### config.mk
export PLATFORM = sky130hd
export DESIGN_NAME = ubus_slave
export DESIGN_NICKNAME = d
export VERILOG_FILES = /design/src/rtl/ubus_pkg.sv /design/src/rtl/ubus_regbank.sv /design/src/rtl/ubus_ctrl.sv /design/src/rtl/ubus_slave.sv
export SDC_FILE = /design/constraint.sdc
export NUM_CORES = 1
export LEC_CHECK = 0
export BUFFER_PORTS_ARGS = -buffer_cell sky130_fd_sc_hd__buf_2
export CAP_MARGIN = 0
export CORE_MARGIN = 2
export CORE_UTILIZATION = 54
export DETAILED_ROUTE_END_ITERATION = 8
export PLACE_DENSITY = 0.73
export SETUP_SLACK_MARGIN = 0.15
export SLEW_MARGIN = 15
export SYNTH_ARGS = -nofsm -noshare
export SYNTH_HDL_FRONTEND = slang
export SYNTH_SLANG_ARGS = --single-unit
export TNS_END_PERCENT = 50
### constraint.sdc
create_clock -name clk_i -period 1.6 [get_ports clk_i]
set_input_delay 0.32 -clock clk_i [delete_from_list [all_inputs] [get_ports clk_i]]
set_output_delay 0.32 -clock clk_i [all_outputs]
set_load 0.05 [all_outputs]
### src/rtl/ubus_pkg.sv
package ubus_pkg;
  typedef enum logic [1:0] {
    ST_IDLE = 2'd0,
    ST_WAIT = 2'd1,
    ST_ACK  = 2'd2
  } ubus_state_e;
endpackage

### src/rtl/ubus_regbank.sv
module ubus_regbank #(
  parameter int AW = 3,
  parameter int DW = 8
) (
  input  logic          clk_i,
  input  logic          rst_ni,
  input  logic          wr_i,
  input  logic [AW-1:0] waddr_i,
  input  logic [DW-1:0] wdata_i,
  input  logic [AW-1:0] raddr_i,
  output logic [DW-1:0] rdata_o
);
  localparam int NREG = 1 << AW;

  logic [DW-1:0] regs_q [NREG];

  for (genvar g = 0; g < NREG; g++) begin : g_reg
    always_ff @(posedge clk_i or negedge rst_ni) begin
      if (!rst_ni)                                   regs_q[g] <= '0;
      else if (wr_i && waddr_i == AW'(g))            regs_q[g] <= wdata_i;
    end
  end

  assign rdata_o = regs_q[raddr_i];
endmodule

### src/rtl/ubus_ctrl.sv
module ubus_ctrl
  import ubus_pkg::*;
#(
  parameter int AW        = 3,
  parameter int DW        = 8,
  parameter int LAT_RD    = 2,
  parameter int LAT_SLOW  = 3,
  parameter int LAT_WR    = 3,
  parameter int SLOW_ADDR = 0
) (
  input  logic          clk_i,
  input  logic          rst_ni,
  input  logic          cs_ni,
  input  logic          ds_ni,
  input  logic          rw_i,
  input  logic [AW-1:0] addr_i,
  input  logic [DW-1:0] data_i,
  input  logic [DW-1:0] rd_data_i,
  output logic [AW-1:0] addr_o,
  output logic [DW-1:0] wr_data_o,
  output logic          wr_stb_o,
  output logic [DW-1:0] data_o,
  output logic          data_oe_o,
  output logic          dtack_no
);
  localparam int MAXLAT = (LAT_RD > LAT_SLOW) ?
                          ((LAT_RD > LAT_WR) ? LAT_RD : LAT_WR) :
                          ((LAT_SLOW > LAT_WR) ? LAT_SLOW : LAT_WR);
  localparam int CW = (MAXLAT < 2) ? 1 : $clog2(MAXLAT);

  ubus_state_e   state_q;
  logic [CW-1:0] cnt_q;
  logic [CW-1:0] cnt_load;
  logic [AW-1:0] addr_q;
  logic [DW-1:0] wdat_q;
  logic          rd_q;
  logic          start;

  assign start = (state_q == ST_IDLE) && !cs_ni && !ds_ni;

  always_comb begin
    if (!rw_i)                          cnt_load = CW'(LAT_WR - 1);
    else if (addr_i == AW'(SLOW_ADDR))  cnt_load = CW'(LAT_SLOW - 1);
    else                                cnt_load = CW'(LAT_RD - 1);
  end

  always_ff @(posedge clk_i or negedge rst_ni) begin
    if (!rst_ni) begin
      state_q   <= ST_IDLE;
      cnt_q     <= '0;
      addr_q    <= '0;
      wdat_q    <= '0;
      rd_q      <= 1'b0;
      wr_stb_o  <= 1'b0;
      dtack_no  <= 1'b1;
      data_oe_o <= 1'b0;
      data_o    <= '0;
    end else begin
      wr_stb_o <= 1'b0;
      unique case (state_q)
        ST_IDLE: begin
          if (start) begin
            addr_q  <= addr_i;
            wdat_q  <= data_i;
            rd_q    <= rw_i;
            cnt_q   <= cnt_load;
            state_q <= ST_WAIT;
          end
        end
        ST_WAIT: begin
          if (cs_ni) begin
            state_q <= ST_IDLE;          // abandoned before acknowledge
          end else if (cnt_q == '0) begin
            state_q  <= ST_ACK;
            dtack_no <= 1'b0;
            if (rd_q) begin
              data_o    <= rd_data_i;
              data_oe_o <= 1'b1;
            end else begin
              wr_stb_o <= 1'b1;
            end
          end else begin
            cnt_q <= cnt_q - 1'b1;
          end
        end
        ST_ACK: begin
          if (cs_ni) begin
            state_q   <= ST_IDLE;
            dtack_no  <= 1'b1;
            data_oe_o <= 1'b0;
          end
        end
        default: state_q <= ST_IDLE;
      endcase
    end
  end

  assign addr_o    = addr_q;
  assign wr_data_o = wdat_q;

  // acknowledge held while selected, released when deselected
  p_dtack_hold_r5: assert property (@(posedge clk_i) disable iff (!rst_ni)
    (!dtack_no && !cs_ni) |=> !dtack_no);
  p_dtack_release_r5: assert property (@(posedge clk_i) disable iff (!rst_ni)
    (!dtack_no && cs_ni) |=> dtack_no);
  // one strobe, coincident with the acknowledge falling
  p_wr_single_r4: assert property (@(posedge clk_i) disable iff (!rst_ni)
    wr_stb_o |=> !wr_stb_o);
  p_wr_on_ack_r4: assert property (@(posedge clk_i) disable iff (!rst_ni)
    wr_stb_o |-> (!dtack_no && $past(dtack_no)));
  // bus driven by the time acknowledge falls on a read, released on deselect
  p_oe_at_ack_r8: assert property (@(posedge clk_i) disable iff (!rst_ni)
    ($fell(dtack_no) && rd_q) |-> data_oe_o);
  p_oe_drop_r8: assert property (@(posedge clk_i) disable iff (!rst_ni)
    (data_oe_o && cs_ni) |=> !data_oe_o);
  // deselect before acknowledge returns to idle without acknowledge
  p_abandon_r7: assert property (@(posedge clk_i) disable iff (!rst_ni)
    (state_q == ST_WAIT && cs_ni) |=> (dtack_no && !wr_stb_o && state_q == ST_IDLE));
endmodule

### src/rtl/ubus_slave.sv
module ubus_slave #(
  parameter int AW        = 3,
  parameter int DW        = 8,
  parameter int LAT_RD    = 2,
  parameter int LAT_SLOW  = 3,
  parameter int LAT_WR    = 3,
  parameter int SLOW_ADDR = 0
) (
  input  logic          clk_i,
  input  logic          rst_ni,
  input  logic          cs_ni,
  input  logic          ds_ni,
  input  logic          rw_i,
  input  logic [AW-1:0] addr_i,
  input  logic [DW-1:0] data_i,
  output logic [DW-1:0] data_o,
  output logic          data_oe_o,
  output logic          dtack_no
);
  logic [AW-1:0] acc_addr;
  logic [DW-1:0] acc_wdat;
  logic [DW-1:0] bank_rdat;
  logic          bank_wr;

  ubus_ctrl #(
    .AW(AW), .DW(DW), .LAT_RD(LAT_RD), .LAT_SLOW(LAT_SLOW),
    .LAT_WR(LAT_WR), .SLOW_ADDR(SLOW_ADDR)
  ) i_ctrl (
    .clk_i     (clk_i),
    .rst_ni    (rst_ni),
    .cs_ni     (cs_ni),
    .ds_ni     (ds_ni),
    .rw_i      (rw_i),
    .addr_i    (addr_i),
    .data_i    (data_i),
    .rd_data_i (bank_rdat),
    .addr_o    (acc_addr),
    .wr_data_o (acc_wdat),
    .wr_stb_o  (bank_wr),
    .data_o    (data_o),
    .data_oe_o (data_oe_o),
    .dtack_no  (dtack_no)
  );

  ubus_regbank #(.AW(AW), .DW(DW)) i_bank (
    .clk_i   (clk_i),
    .rst_ni  (rst_ni),
    .wr_i    (bank_wr),
    .waddr_i (acc_addr),
    .wdata_i (acc_wdat),
    .raddr_i (acc_addr),
    .rdata_o (bank_rdat)
  );
endmodule

# Word-level counts from Yosys, hierarchy flattened
# Index checks and enable logic that the tools add are counted.
# classes
n_reduce_logical	24
div	0
shifts	0
n_mul	0
n_mux	27
eq_ne	16
n_addsub	1
bitwise	2
magnitude_cmp	1
# ops
op	n
$bmux W8 S3	1
$mux W2	9
$mux W8	2
$eq A3 B3 Y1 const B	4
$reduce_and A4 Y1	3
$mux W1	11
$logic_and A1 B1 Y1	10
$eq A3 B2 Y1 const B	2
$logic_not A3 Y1	2
$ne A2 B1 Y1 const B	3
$ne A2 B2 Y1 const B	3
$pmux W2 S3	1
$reduce_and A5 Y1	1
$ge A4 B4 Y1 const B	1
$logic_not A2 Y1	2
$not A3 Y4	1
$pmux W1 S2	2
$pmux W2 S2	1
$reduce_bool A2 Y1	2
$eq A3 B1 Y1 const B	1
$ne A3 B2 Y1 const B	1
$reduce_and A3 Y1	1
$eq A2 B1 Y1 const B	1
$eq A2 B2 Y1 const B	1
4 further kinds	5
# totals
output_inout_bits	10
mem_count	0
ram_bits	0
inputBits	16
mem_bits_ro	0
word_cells	88
ff_bits	91
latch_bits	0

# Longest topological paths before layout
# Gate-level depths: netlist of run 1.
# depth
depth_word	5
depth_mapped	7
ltp_nobuf	5

# Hierarchy
# Synthesis of run 1 repeated with hierarchy kept, for this count alone.
# hier_totals
cells_unflattened	251
area_unflattened_um2	4206.5
# modules_own_cells
module	seq_area_each_um2	instances	cells_per_inst	area_each_um2
ubus_regbank	1601.5	1	172	2992.9
ubus_ctrl	676.9	1	79	1213.7

# Least setup slack after synthesis of run 1
# Ideal clock, no wire load.
# synth_path
kind	register to register
from	register i_ctrl.state_q[0]
to	register i_ctrl.addr_q[1] (netlist: i_ctrl.addr_o[1])
slack_ns	-0.021
path_stages_with_launch	5
arrival_ns	1.496
synth_period_minus_slack_ns	1.621
required_time_ns	1.475
setup_ns	0.125
path_buffers	2
cell_sequence	dfrtp_1 > buf_2 > nor4_2 > buf_2 > mux2_2
# synth_between
elab_chain_len	4
# synth_lines
item	line_no	rtl
from (decl)	ubus_ctrl.sv:31	ubus_state_e state_q;
from (signal assigned)	ubus_ctrl.sv:49	state_q <= ST_IDLE;
from (signal assigned)	ubus_ctrl.sv:67	state_q <= ST_WAIT;
from (signal assigned)	ubus_ctrl.sv:72	state_q <= ST_IDLE;
$logic_not A2 Y1 (*)	ubus_ctrl.sv:39, ubus_ctrl.sv:60	
$logic_and A1 B1 Y1 (2 in a row)	ubus_ctrl.sv:39	assign start = (state_q == ST_IDLE) && !cs_ni && !ds_ni;
$reduce_and A2 Y1 (no source line) (*)	n/a	
to (signal assigned)	ubus_ctrl.sv:63	addr_q <= addr_i;
to (decl)	ubus_ctrl.sv:34	logic [AW-1:0] addr_q;
# Every way passes the cells marked *; elsewhere a longest branch is shown, timed or not.
# A chain may end at the register's enable or synchronous reset.

# Worst setup path after layout of run 1
# layout_path
from	register i_ctrl.addr_q[1] (netlist: i_ctrl.addr_o[1])
to	register i_bank.regs_q[16] in the netlist's numbering
# layout_between
elab_chain_len	2
# layout_lines
item	line_no	rtl
$eq A3 B3 Y1	ubus_regbank.sv:20	else if (wr_i && waddr_i == AW'(g)) regs_q[g] <= wdata_i;
$logic_and A1 B1 Y1	ubus_regbank.sv:20	
to (signal, indexed assignment)	ubus_regbank.sv:20	
to (decl)	ubus_regbank.sv:15	logic [DW-1:0] regs_q [NREG];
# No other way between the ends.

==> results of run 1 <==
-- Yosys cell counts, drive strengths merged --
| cell type | instances |
|---|---|
| a22o | 5 |
| a211oi | 4 |
| ha | 1 |
| nand4 | 1 |
| inv | 6 |
| buf | 14 |
| nor3 | 2 |
| mux2i | 11 |
| mux2 | 92 |
| a21oi | 3 |
| a2111oi | 3 |
| o41ai | 3 |
| nand2 | 5 |
| nor2b | 7 |
| and3b | 2 |
| o22ai | 8 |
| nor4 | 1 |
| clkbuf | 1 |
| nand4bb | 1 |
| nor2 | 4 |
| a31oi | 2 |
| or2 | 1 |
| o21ai | 10 |
| o31ai | 5 |
| nand2b | 4 |
| nand4b | 3 |
| nor3b | 3 |
| dfstp | 1 |
| or3 | 1 |
| dfrtp | 90 |
| nand3b | 2 |
-- registers in the layout (all words and copies together) (netlist names) --
| name | flops |
|---|---|
| i_bank.regs_q | 64 |
| i_ctrl.rd_q | 1 |
| i_ctrl.state_q | 2 |
| i_ctrl.data_o | 8 |
| i_ctrl.wr_stb_o | 1 |
| i_ctrl.data_oe_o | 1 |
| i_ctrl.dtack_no | 1 |
| i_ctrl.wr_data_o | 8 |
| i_ctrl.cnt_q | 2 |
| i_ctrl.addr_o | 3 |
-- power groups by stage --
stage | combinational [W] | clock, W | sequential [W]
after floorplan | 0.00170 | 0 | 0.00380
after global placement | 0.00257 | 0 | 0.00367
after detailed placement | 0.00266 | 0 | 0.00369
after CTS | 0.00300 | 0.00178 | 0.00362
after global routing | 0.00352 | 0.00187 | 0.00375
final | 0.00330 | 0.00177 | 0.00363
-- logic make-up after synthesis --
group           count (synthesis)  synth area share (%)
flops                          91                  55.2
fa+ha+maj                       1                 0.303
compound gates                 43                  7.61
mux                           103                  27.8
buf+inv                        21                  2.88
simple gates                   37                  6.22
-- stage by stage --
stage | instances | setup slack [ns] | TNS (ns)
after CTS | 468 | 0.0473 | 0
after floorplan | 296 | 0.108 | 0
after global routing | 475 | 0.00208 | 0
after detailed placement | 444 | -0.00698 | -0.0101
after global placement | 444 | 0.0208 | 0
final | 475 | 0.0415 | 0
-- layer usage --
layer,track usage (%),up-vias,share of wire [%]
met1,32.3,1389,47
met4,7.07,0,1.3
met2,36.0,40,50
met5,0,-,0
li1,-,1257,-
met3,3.73,11,2.6
-- how the worst max path moves through the flow --
stage                                        from                            end  depth (start not counted)  slack (ns)
detailed placement   i_ctrl.addr_o[1]$_DFFE_PN0P_   i_ctrl.data_o[5]$_DFFE_PN0P_                          4      -0.007
finish               i_ctrl.addr_o[1]$_DFFE_PN0P_  i_bank.regs_q[16]$_DFFE_PN0P_                          4        0.04
global route         i_ctrl.addr_o[1]$_DFFE_PN0P_  i_bank.regs_q[22]$_DFFE_PN0P_                          4       0.002
CTS                  i_ctrl.addr_o[1]$_DFFE_PN0P_  i_bank.regs_q[22]$_DFFE_PN0P_                          4        0.05
global placement     i_ctrl.addr_o[0]$_DFFE_PN0P_  i_bank.regs_q[16]$_DFFE_PN0P_                          4        0.02
floorplan           i_ctrl.state_q[1]$_DFFE_PN0P_   i_ctrl.addr_o[1]$_DFFE_PN0P_                          4        0.11
-- what timing repair did --
| action | CTS | global route |
|---|---|---|
| hold endpoints to repair | 30 | 0 |
| pin swaps | 4 | 4 |
| hold buffers | 1 | 0 |
| buffers inserted | 7 | 7 |
| gates cloned | 0 | 0 |
| resized for setup | 26 | 35 |
| setup endpoints to repair | 63 | 82 |
-- final cells by class --
class                      instances  area share, %
sequential                        91           43.2
multi-input combinational        184           37.3
timing repair buffer              79           12.5
clock buffer                      10           2.60
tap                               99           2.34
clock inverter                     6           1.65
inverter                           6          0.425
==> results.py, run 1 <==
metrics = {
    "run_status": {
        "status": "complete, no violations",
    },
    "floorplan": {
        "rows": 31,
        "chipWidth_um": 91.4,
        "die_y_um": 91.4,
        "pin_count": 26,
        "die_area_um2": 8360,
        "start_util_pct": 56.3,
        "core_um2": 7330,
    },
    "routing": {
        "viasPerCell": 5.68,
        "vias": 2697,
        "drc": 0,
        "dr.pass1.iters": 4,
        "wire_per_inst_um": 19.2,
        "initialDrtViolationCount": 72,
        "routed_wl_um": 9100,
        "detail-route-antenna-nets": 0,
    },
    "hold_path": {
        "holdPathEnd": "i_ctrl.wr_data_o[0]$_DFFE_PN0P_",
        "hp-start": "data_i[0]",
        "hold-path-cell-count": 2,
        "hp-class": "in2reg",
    },
    "yosys": {
        "ys_seq_elements": 91,
        "synthTopCellsByArea": "dfrtp_1 (55%), mux2_2 (25%), mux2i_1 (2.7%)",
        "netlist_instances": 296,
        "synth.distinct_cells": 35,
        "synth_top_area_share_pct": 54.6,
        "yosysTopAreaCell": "dfrtp_1",
        "avgSynthCellArea_um2": 13.9,
        "yosysSeqAreaShare_pct": 55.2,
        "synth_nets": 313,
        "syn_area_um2": 4130,
        "ys_warn_count": 0,
    },
    "grt": {
        "grt_first_pass_wirelength_um": 14400,
        "grt_start_max_net_pins": 35,
        "grt_usage_pct": 22.7,
        "grt_pass1_vias": 2717,
        "grt-ovfl-total": 0,
        "antenna_found_initial": 0,
    },
    "worst_setup_path": {
        "reg2reg_slack_ns": 0.04,
        "worst_r2r_endpoint": "i_bank.regs_q[16]$_DFFE_PN0P_",
        "critPathKind": "reg2reg",
        "r2r_start": "i_ctrl.addr_o[1]$_DFFE_PN0P_",
        "slowest_delay_ns": 0.53,
        "crit_family": "flip-flops",
        "path_cells": "buf_12 > nand4b_1 > buf_4 > mux2_2",
        "cp.required_ns": 1.85,
        "worstSetupStartpointType": "flip-flop",
        "critPathSlowestCell": "dfrtp_4",
        "endpoint_kind": "flip-flop",
        "reg2reg_depth": 4,
        "path_buf_inv": 2,
        "cp_max_fo": 5,
        "cp.arrival_ns": 1.80,
    },
    "pwr": {
        "leakage_nw": 2.58,
        "p_sw_share_pct": 34.6,
        "seq_power_share_pct": 41.7,
        "p_int_w": 0.00569,
        "power_frac_comb_pct": 38.0,
        "power_w": 0.00870,
        "ir_drop_v": 0.000902,
        "pwr_density_cell_nw_per_um2": 1640,
        "netSwitchingPower_w": 0.00301,
        "clockPowerShare_pct": 20.4,
    },
    "final_layout": {
        "stdcell_area_um2": 5290,
        "layout_common_cells": "dfrtp_1 (86), mux2_2 (69), buf_4 (35)",
        "utilization_pct": 72.2,
        "drive_gt1_share_pct": 58.5,
        "diodes": 0,
        "mostFrequentLayoutCell": "dfrtp_1",
        "num-nets-final": 388,
        "multiInputGateArea_um2": 1980,
        "regArea_um2": 2290,
        "area_growth_pct": 28.3,
        "fillers": 477,
    },
    "clock_network": {
        "clockBufferDepth": 2,
        "cts_made_buffers": 9,
        "htreeDepth": 3,
        "cts_sinks": 91,
        "clk_latency_ns": 0.36,
        "cts_tree": "built",
        "ctsRootBufferMaster": "clkbuf_8",
        "path_clk_slew_ns": 0.09,
    },
    "timing": {
        "relSlewSlack_pct": 67.7,
        "finClkSkew_ns": 0.00754,
        "hold_viol": 0,
        "final.min_clock_period_ns": 1.56,
        "finalCritPeriodShare_pct": 97.4,
        "setup_violations": 0,
        "max_freq_mhz": 642,
        "rsz0062_at_grt": "true",
        "tightest_slew_ns": 0.485,
        "holdWs_ns": 0.182,
        "maxSlewViolCount": 0,
    },
    "placed_design": {
        "io_buffers": 25,
        "dpl_cell_area_um2": 4710,
        "place.gp.congestion": 0.859,
        "dp_hpwl_um": 5880,
    },
    "job": {
        "drv_cap": 0,
    },
}
No activity file was read; power rests on OpenSTA's default activity.
==> run 2: changes to the inputs <==
- CORE_ASPECT_RATIO: default -> 0.8
==> run 2 against run 1 <==
  * Clock-buffer cell count down 1
  * First-iteration DRC count up 60%
  * Clock skew up 0.0025 ns
  * Die area about the same
  * Critical path type unchanged
  * Critical endpoint is now i_bank.regs_q[20]$_DFFE_PN0P_
  * Largest power group unchanged
==> results.py, run 2 (synthesized netlist as in run 1, its figures left out) <==
metrics = {
    "timing": {
        "hold_viol": 0,
        "max_freq_mhz": 637,
        "maxSlewViolCount": 0,
        "finalCritPeriodShare_pct": 98.2,
        "relSlewSlack_pct": 73.5,
        "rsz0062_at_grt": "true",
        "setup_violations": 0,
        "final.min_clock_period_ns": 1.57,
        "fin_ws_ns": 0.0291,
        "finClkSkew_ns": 0.0100,
        "tightest_slew_ns": 0.395,
    },
    "routing": {
        "detail-route-antenna-nets": 0,
        "dr.pass1.iters": 4,
        "vias": 2798,
        "initialDrtViolationCount": 115,
        "routed_wl_um": 10000,
        "wire_per_inst_um": 20.8,
        "drc": 0,
        "viasPerCell": 5.82,
    },
    "clock_network": {
        "ctsRootBufferMaster": "clkbuf_8",
        "cts_made_buffers": 9,
        "cts_tree": "built",
        "clk_latency_ns": 0.37,
        "path_clk_slew_ns": 0.10,
        "cts_sinks": 91,
        "htreeDepth": 3,
        "clockBufferDepth": 2,
    },
    "final_layout": {
        "largest_register": "i_bank.regs_q",
        "fillers": 473,
        "largest_reg_flops": 64,
        "area_growth_pct": 29.5,
        "diodes": 0,
        "multiInputGateArea_um2": 1980,
        "num-nets-final": 388,
        "mostFrequentLayoutCell": "dfrtp_1",
        "layout_common_cells": "dfrtp_1 (86), mux2_2 (60), mux2_4 (32)",
        "drive_gt1_share_pct": 58.5,
        "regArea_um2": 2290,
    },
    "worst_setup_path": {
        "reg2reg_depth": 4,
        "cp_max_fo": 8,
        "worst_r2r_endpoint": "i_bank.regs_q[20]$_DFFE_PN0P_",
        "critPathKind": "reg2reg",
        "critPathSlowestCell": "dfrtp_4",
        "slowest_delay_ns": 0.53,
        "worstSetupStartpointType": "flip-flop",
        "cp.arrival_ns": 1.83,
        "path_buf_inv": 2,
        "path_cells": "buf_2 > nand4b_1 > buf_6 > mux2_2",
        "crit_family": "flip-flops",
        "reg2reg_slack_ns": 0.03,
        "endpoint_kind": "flip-flop",
        "cp.required_ns": 1.86,
        "r2r_start": "i_ctrl.addr_o[1]$_DFFE_PN0P_",
    },
    "placed_design": {
        "io_buffers": 25,
        "dpl_worst_slack_ns": 0.00842,
        "dp_hpwl_um": 6300,
        "place.gp.congestion": 0.822,
    },
    "run_status": {
        "status": "complete, no violations",
    },
    "pwr": {
        "power_w": 0.00883,
        "leakage_nw": 2.61,
        "ir_drop_v": 0.000893,
        "pwr_density_cell_nw_per_um2": 1650,
    },
    "grt": {
        "grt_pass1_vias": 2918,
        "grt-ovfl-total": 0,
        "grt_first_pass_wirelength_um": 15900,
        "grt_usage_pct": 25.9,
        "grt_start_max_net_pins": 41,
        "antenna_found_initial": 0,
    },
    "job": {
        "drv_cap": 0,
    },
    "hold_path": {
        "hp-start": "data_i[2]",
        "hp-class": "in2reg",
        "hold-path-cell-count": 2,
        "holdPathEnd": "i_ctrl.wr_data_o[2]$_DFFE_PN0P_",
    },
    "floorplan": {
        "die_area_um2": 8360,
        "rows": 28,
        "die_y_um": 82.2,
        "start_util_pct": 55.8,
        "core_um2": 7390,
        "chipWidth_um": 102,
        "pin_count": 26,
    },
}
[run 2: layout make-up]
type / count / area share [%]
Multi-Input combinational cell: 184 / 37.1
Inverter: 6 / 0.422
Clock buffer: 9 / 2.32
Timing Repair Buffer: 79 / 13.3
Sequential cell: 91 / 42.8
Clock inverter: 7 / 1.52
Tap cell: 105 / 2.46
[run 2: how the worst max path moves through the flow]
stage                                             start                       endpoint  depth (start not counted)
after floorplan           i_ctrl.state_q[1]$_DFFE_PN0P_   i_ctrl.addr_o[1]$_DFFE_PN0P_                          4
after global placement     i_ctrl.addr_o[1]$_DFFE_PN0P_  i_bank.regs_q[50]$_DFFE_PN0P_                          4
after detailed placement   i_ctrl.addr_o[1]$_DFFE_PN0P_  i_bank.regs_q[52]$_DFFE_PN0P_                          4
after CTS                  i_ctrl.addr_o[1]$_DFFE_PN0P_  i_bank.regs_q[61]$_DFFE_PN0P_                          5
after global routing       i_ctrl.addr_o[1]$_DFFE_PN0P_   i_ctrl.data_o[7]$_DFFE_PN0P_                          5
final                      i_ctrl.addr_o[1]$_DFFE_PN0P_  i_bank.regs_q[20]$_DFFE_PN0P_                          4
[run 2: repair_timing]
item | 4_1_cts | 5_1_grt
pin swaps | 11 | 12
hold endpoints to repair | 23 | 0
resized for setup | 46 | 36
endpoints found under the setup margin | 57 | 82
hold buffers | 1 | 0
buffers inserted | 17 | 0
[run 2: metrics by stage]
stage / utilization (%) / hold WS (ns) / cell area, µm² / setup TNS (ns) / cells
finish: 72.3 / 0.170 / 5340 / 0 / 481
global route: 72.3 / 0.159 / 5340 / -0.0918 / 481
CTS: 70.6 / 0.163 / 5220 / 0 / 481
detailed placement: 63.5 / 0.260 / 4700 / 0 / 447
global placement: 63.5 / 0.262 / 4700 / 0 / 447
floorplan: - / 0.0244 / 4220 / 0 / 296
[run 2: routing by layer]
layer | part of all wire [%] | up-vias | track usage, %
met5 | 0 | - | 0
met3 | 3.6 | 11 | 5.22
li1 | - | 1254 | -
met2 | 50 | 51 | 42.2
met4 | 1.1 | 0 | 6.89
met1 | 46 | 1482 | 35.8
[run 2: report_power, final]
group / internal [W] / switching (W)
Sequential: 0.00304 / 0.000658
Combinational: 0.00185 / 0.00164
Clock: 0.000753 / 0.000888
Total: 0.00565 / 0.00319
==> run 3: changes to the inputs <==
==> constraint.sdc (replaced) <==
create_clock -name clk_i -period 1.6 [get_ports clk_i]
set_input_delay 0.24 -clock clk_i [delete_from_list [all_inputs] [get_ports clk_i]]
set_output_delay 0.24 -clock clk_i [all_outputs]
set_load 0.05 [all_outputs]
==> run 3 against run 2 <==
  * Worst hold slack worse by 0.065 ns
  * Clock-buffer cell count up 1
  * Cell area down 1.2%
  * Power down 1.1%
  * Via count down 0.71%
  * Global-route usage down 1.0 points
  * Sequential power about the same
  * Sequential cell count unchanged
  * Clock power about the same
  * Largest power group unchanged
  * Critical endpoint is now i_ctrl.data_o[7]$_DFFE_PN0P_
  * Critical path type unchanged
==> results.py, run 3 (synthesized netlist as in run 1, its figures left out) <==
metrics = {
    "run_status": {
        "status": "complete, no violations",
    },
    "final_layout": {
        "area_growth_pct": 27.9,
        "num-nets-final": 385,
        "layout_common_cells": "dfrtp_1 (86), mux2_2 (71), buf_4 (30)",
        "largest_register": "i_bank.regs_q",
        "fillers": 477,
        "mostFrequentLayoutCell": "dfrtp_1",
        "diodes": 0,
        "drive_gt1_share_pct": 57.9,
        "utilization_pct": 71.4,
        "largest_reg_flops": 64,
    },
    "job": {
        "drv_cap": 0,
    },
    "routing": {
        "wire_per_inst_um": 20.6,
        "vias": 2778,
        "dr.pass1.iters": 4,
        "detail-route-antenna-nets": 0,
        "routed_wl_um": 9870,
        "initialDrtViolationCount": 158,
        "viasPerCell": 5.81,
        "drc": 0,
    },
    "pwr": {
        "pwr_density_cell_nw_per_um2": 1650,
        "ir_drop_v": 0.000966,
        "leakage_nw": 2.57,
    },
    "floorplan": {
        "pin_count": 26,
        "rows": 28,
        "die_y_um": 82.2,
        "start_util_pct": 55.8,
        "core_um2": 7390,
        "die_area_um2": 8360,
        "chipWidth_um": 102,
    },
    "timing": {
        "hold_viol": 0,
        "finalCritPeriodShare_pct": 98.9,
        "final.min_clock_period_ns": 1.58,
        "max_freq_mhz": 632,
        "rsz0062_at_grt": "true",
        "fin_ws_ns": 0.0176,
        "maxSlewViolCount": 0,
        "setup_violations": 0,
        "tns_ns": 0,
        "relSlewSlack_pct": 72.0,
        "tightest_slew_ns": 0.418,
        "finClkSkew_ns": 0.00895,
    },
    "placed_design": {
        "dpl_worst_slack_ns": 0.00674,
        "dp_hpwl_um": 6090,
        "place.gp.congestion": 0.820,
        "io_buffers": 25,
    },
    "worst_setup_path": {
        "r2r_start": "i_ctrl.addr_o[1]$_DFFE_PN0P_",
        "critPathKind": "reg2reg",
        "startpoint": "i_ctrl.addr_o[1]$_DFFE_PN0P_",
        "worstSetupStartpointType": "flip-flop",
        "cp.required_ns": 1.85,
        "cp_max_fo": 8,
        "reg2reg_slack_ns": 0.02,
        "endpoint_kind": "flip-flop",
        "cp.arrival_ns": 1.83,
    },
    "grt": {
        "grt_pass1_vias": 2922,
        "grt_first_pass_wirelength_um": 15400,
        "grt_usage_pct": 24.8,
        "antenna_found_initial": 0,
        "grt-ovfl-total": 0,
        "grt_start_max_net_pins": 40,
    },
    "clock_network": {
        "ctsRootBufferMaster": "clkbuf_8",
        "path_clk_slew_ns": 0.09,
        "cts_made_buffers": 9,
        "cts_tree": "built",
        "clockBufferDepth": 2,
        "htreeDepth": 3,
        "clk_latency_ns": 0.36,
        "cts_sinks": 91,
    },
    "hold_path": {
        "hp-class": "in2reg",
        "hp-start": "data_i[6]",
    },
}
[run 3: cell types whose count changed in the layout (fill, tap and decap cells not counted), moves of 3 or more]
| cell | delta |
|---|---|
| mux2_2 | +11 |
| mux2_4 | -11 |
| buf_6 | -8 |
| buf_4 | +6 |
| inv_6 | -3 |
| o31ai_2 | -3 |
| o31ai_4 | +3 |
[run 3: what timing repair did]
action	CTS	global route
hold endpoints to repair	16	0
buffers inserted	8	5
endpoints found under the setup margin	47	79
resized for setup	20	43
cloned	0	1
pin swaps	2	9
hold buffers	1	0
[run 3: path summary, 6_finish.rpt]
check                                                  end  cells after the start
setup reg to reg              i_ctrl.data_o[7]$_DFFE_PN0P_                      6
hold / removal             i_ctrl.wr_data_o[6]$_DFFE_PN0P_                      2
setup / recovery              i_ctrl.data_o[7]$_DFFE_PN0P_                      6
max in group asynchronous      i_ctrl.dtack_no$_DFFE_PN1P_                      3
min in group asynchronous    i_bank.regs_q[32]$_DFFE_PN0P_                      2
hold reg to reg                  i_ctrl.wr_stb_o$_DFF_PN0_                      1
[run 3: area by class of cell]
| type | count | area [µm²] | share of cell area, % |
|---|---|---|---|
| Clock buffer | 10 | 138 | 2.61 |
| Tap cell | 105 | 131 | 2.49 |
| Multi-Input combinational cell | 184 | 1970 | 37.3 |
| Clock inverter | 6 | 72.6 | 1.38 |
| Inverter | 6 | 22.5 | 0.427 |
| Timing Repair Buffer | 76 | 661 | 12.5 |
| Sequential cell | 91 | 2290 | 43.3 |
[run 3: power breakdown]
group,switching [W],total [W],internal [W]
Clock,0.000826,0.00161,0.000784
Sequential,0.000658,0.00370,0.00304
Combinational,0.00168,0.00343,0.00174
Total,0.00316,0.00873,0.00557
[run 3: worst max-delay path, cell delays in order (launching register included)]
cell and delay [ns]:
dfrtp_4 0.56, buf_4 0.17, buf_4 0.12, nor2b_1 0.10, a2111oi_1 0.06, buf_4 0.14
o41ai_2 0.33
[run 3: metrics by stage]
stage | area [µm²] | instances | hold slack, ns | total power (W)
4_1_cts | 5050 | 472 | 0.0908 | 0.00827
6_report | 5280 | 478 | 0.106 | 0.00873
3_3_place_gp | 4700 | 447 | 0.137 | 0.00632
2_1_floorplan | 4220 | 296 | -0.0556 | 0.00551
3_5_place_dp | 4700 | 447 | 0.135 | 0.00642
5_1_grt | 5280 | 478 | 0.0855 | 0.00918
[run 3: metal layers]
metal	vias up	GRT usage, %	part of all wire [%]
met5	-	0	0
met4	0	7.84	2.2
met3	21	5.13	4.3
met2	66	39.4	49
met1	1449	34.7	44
li1	1242	-	-
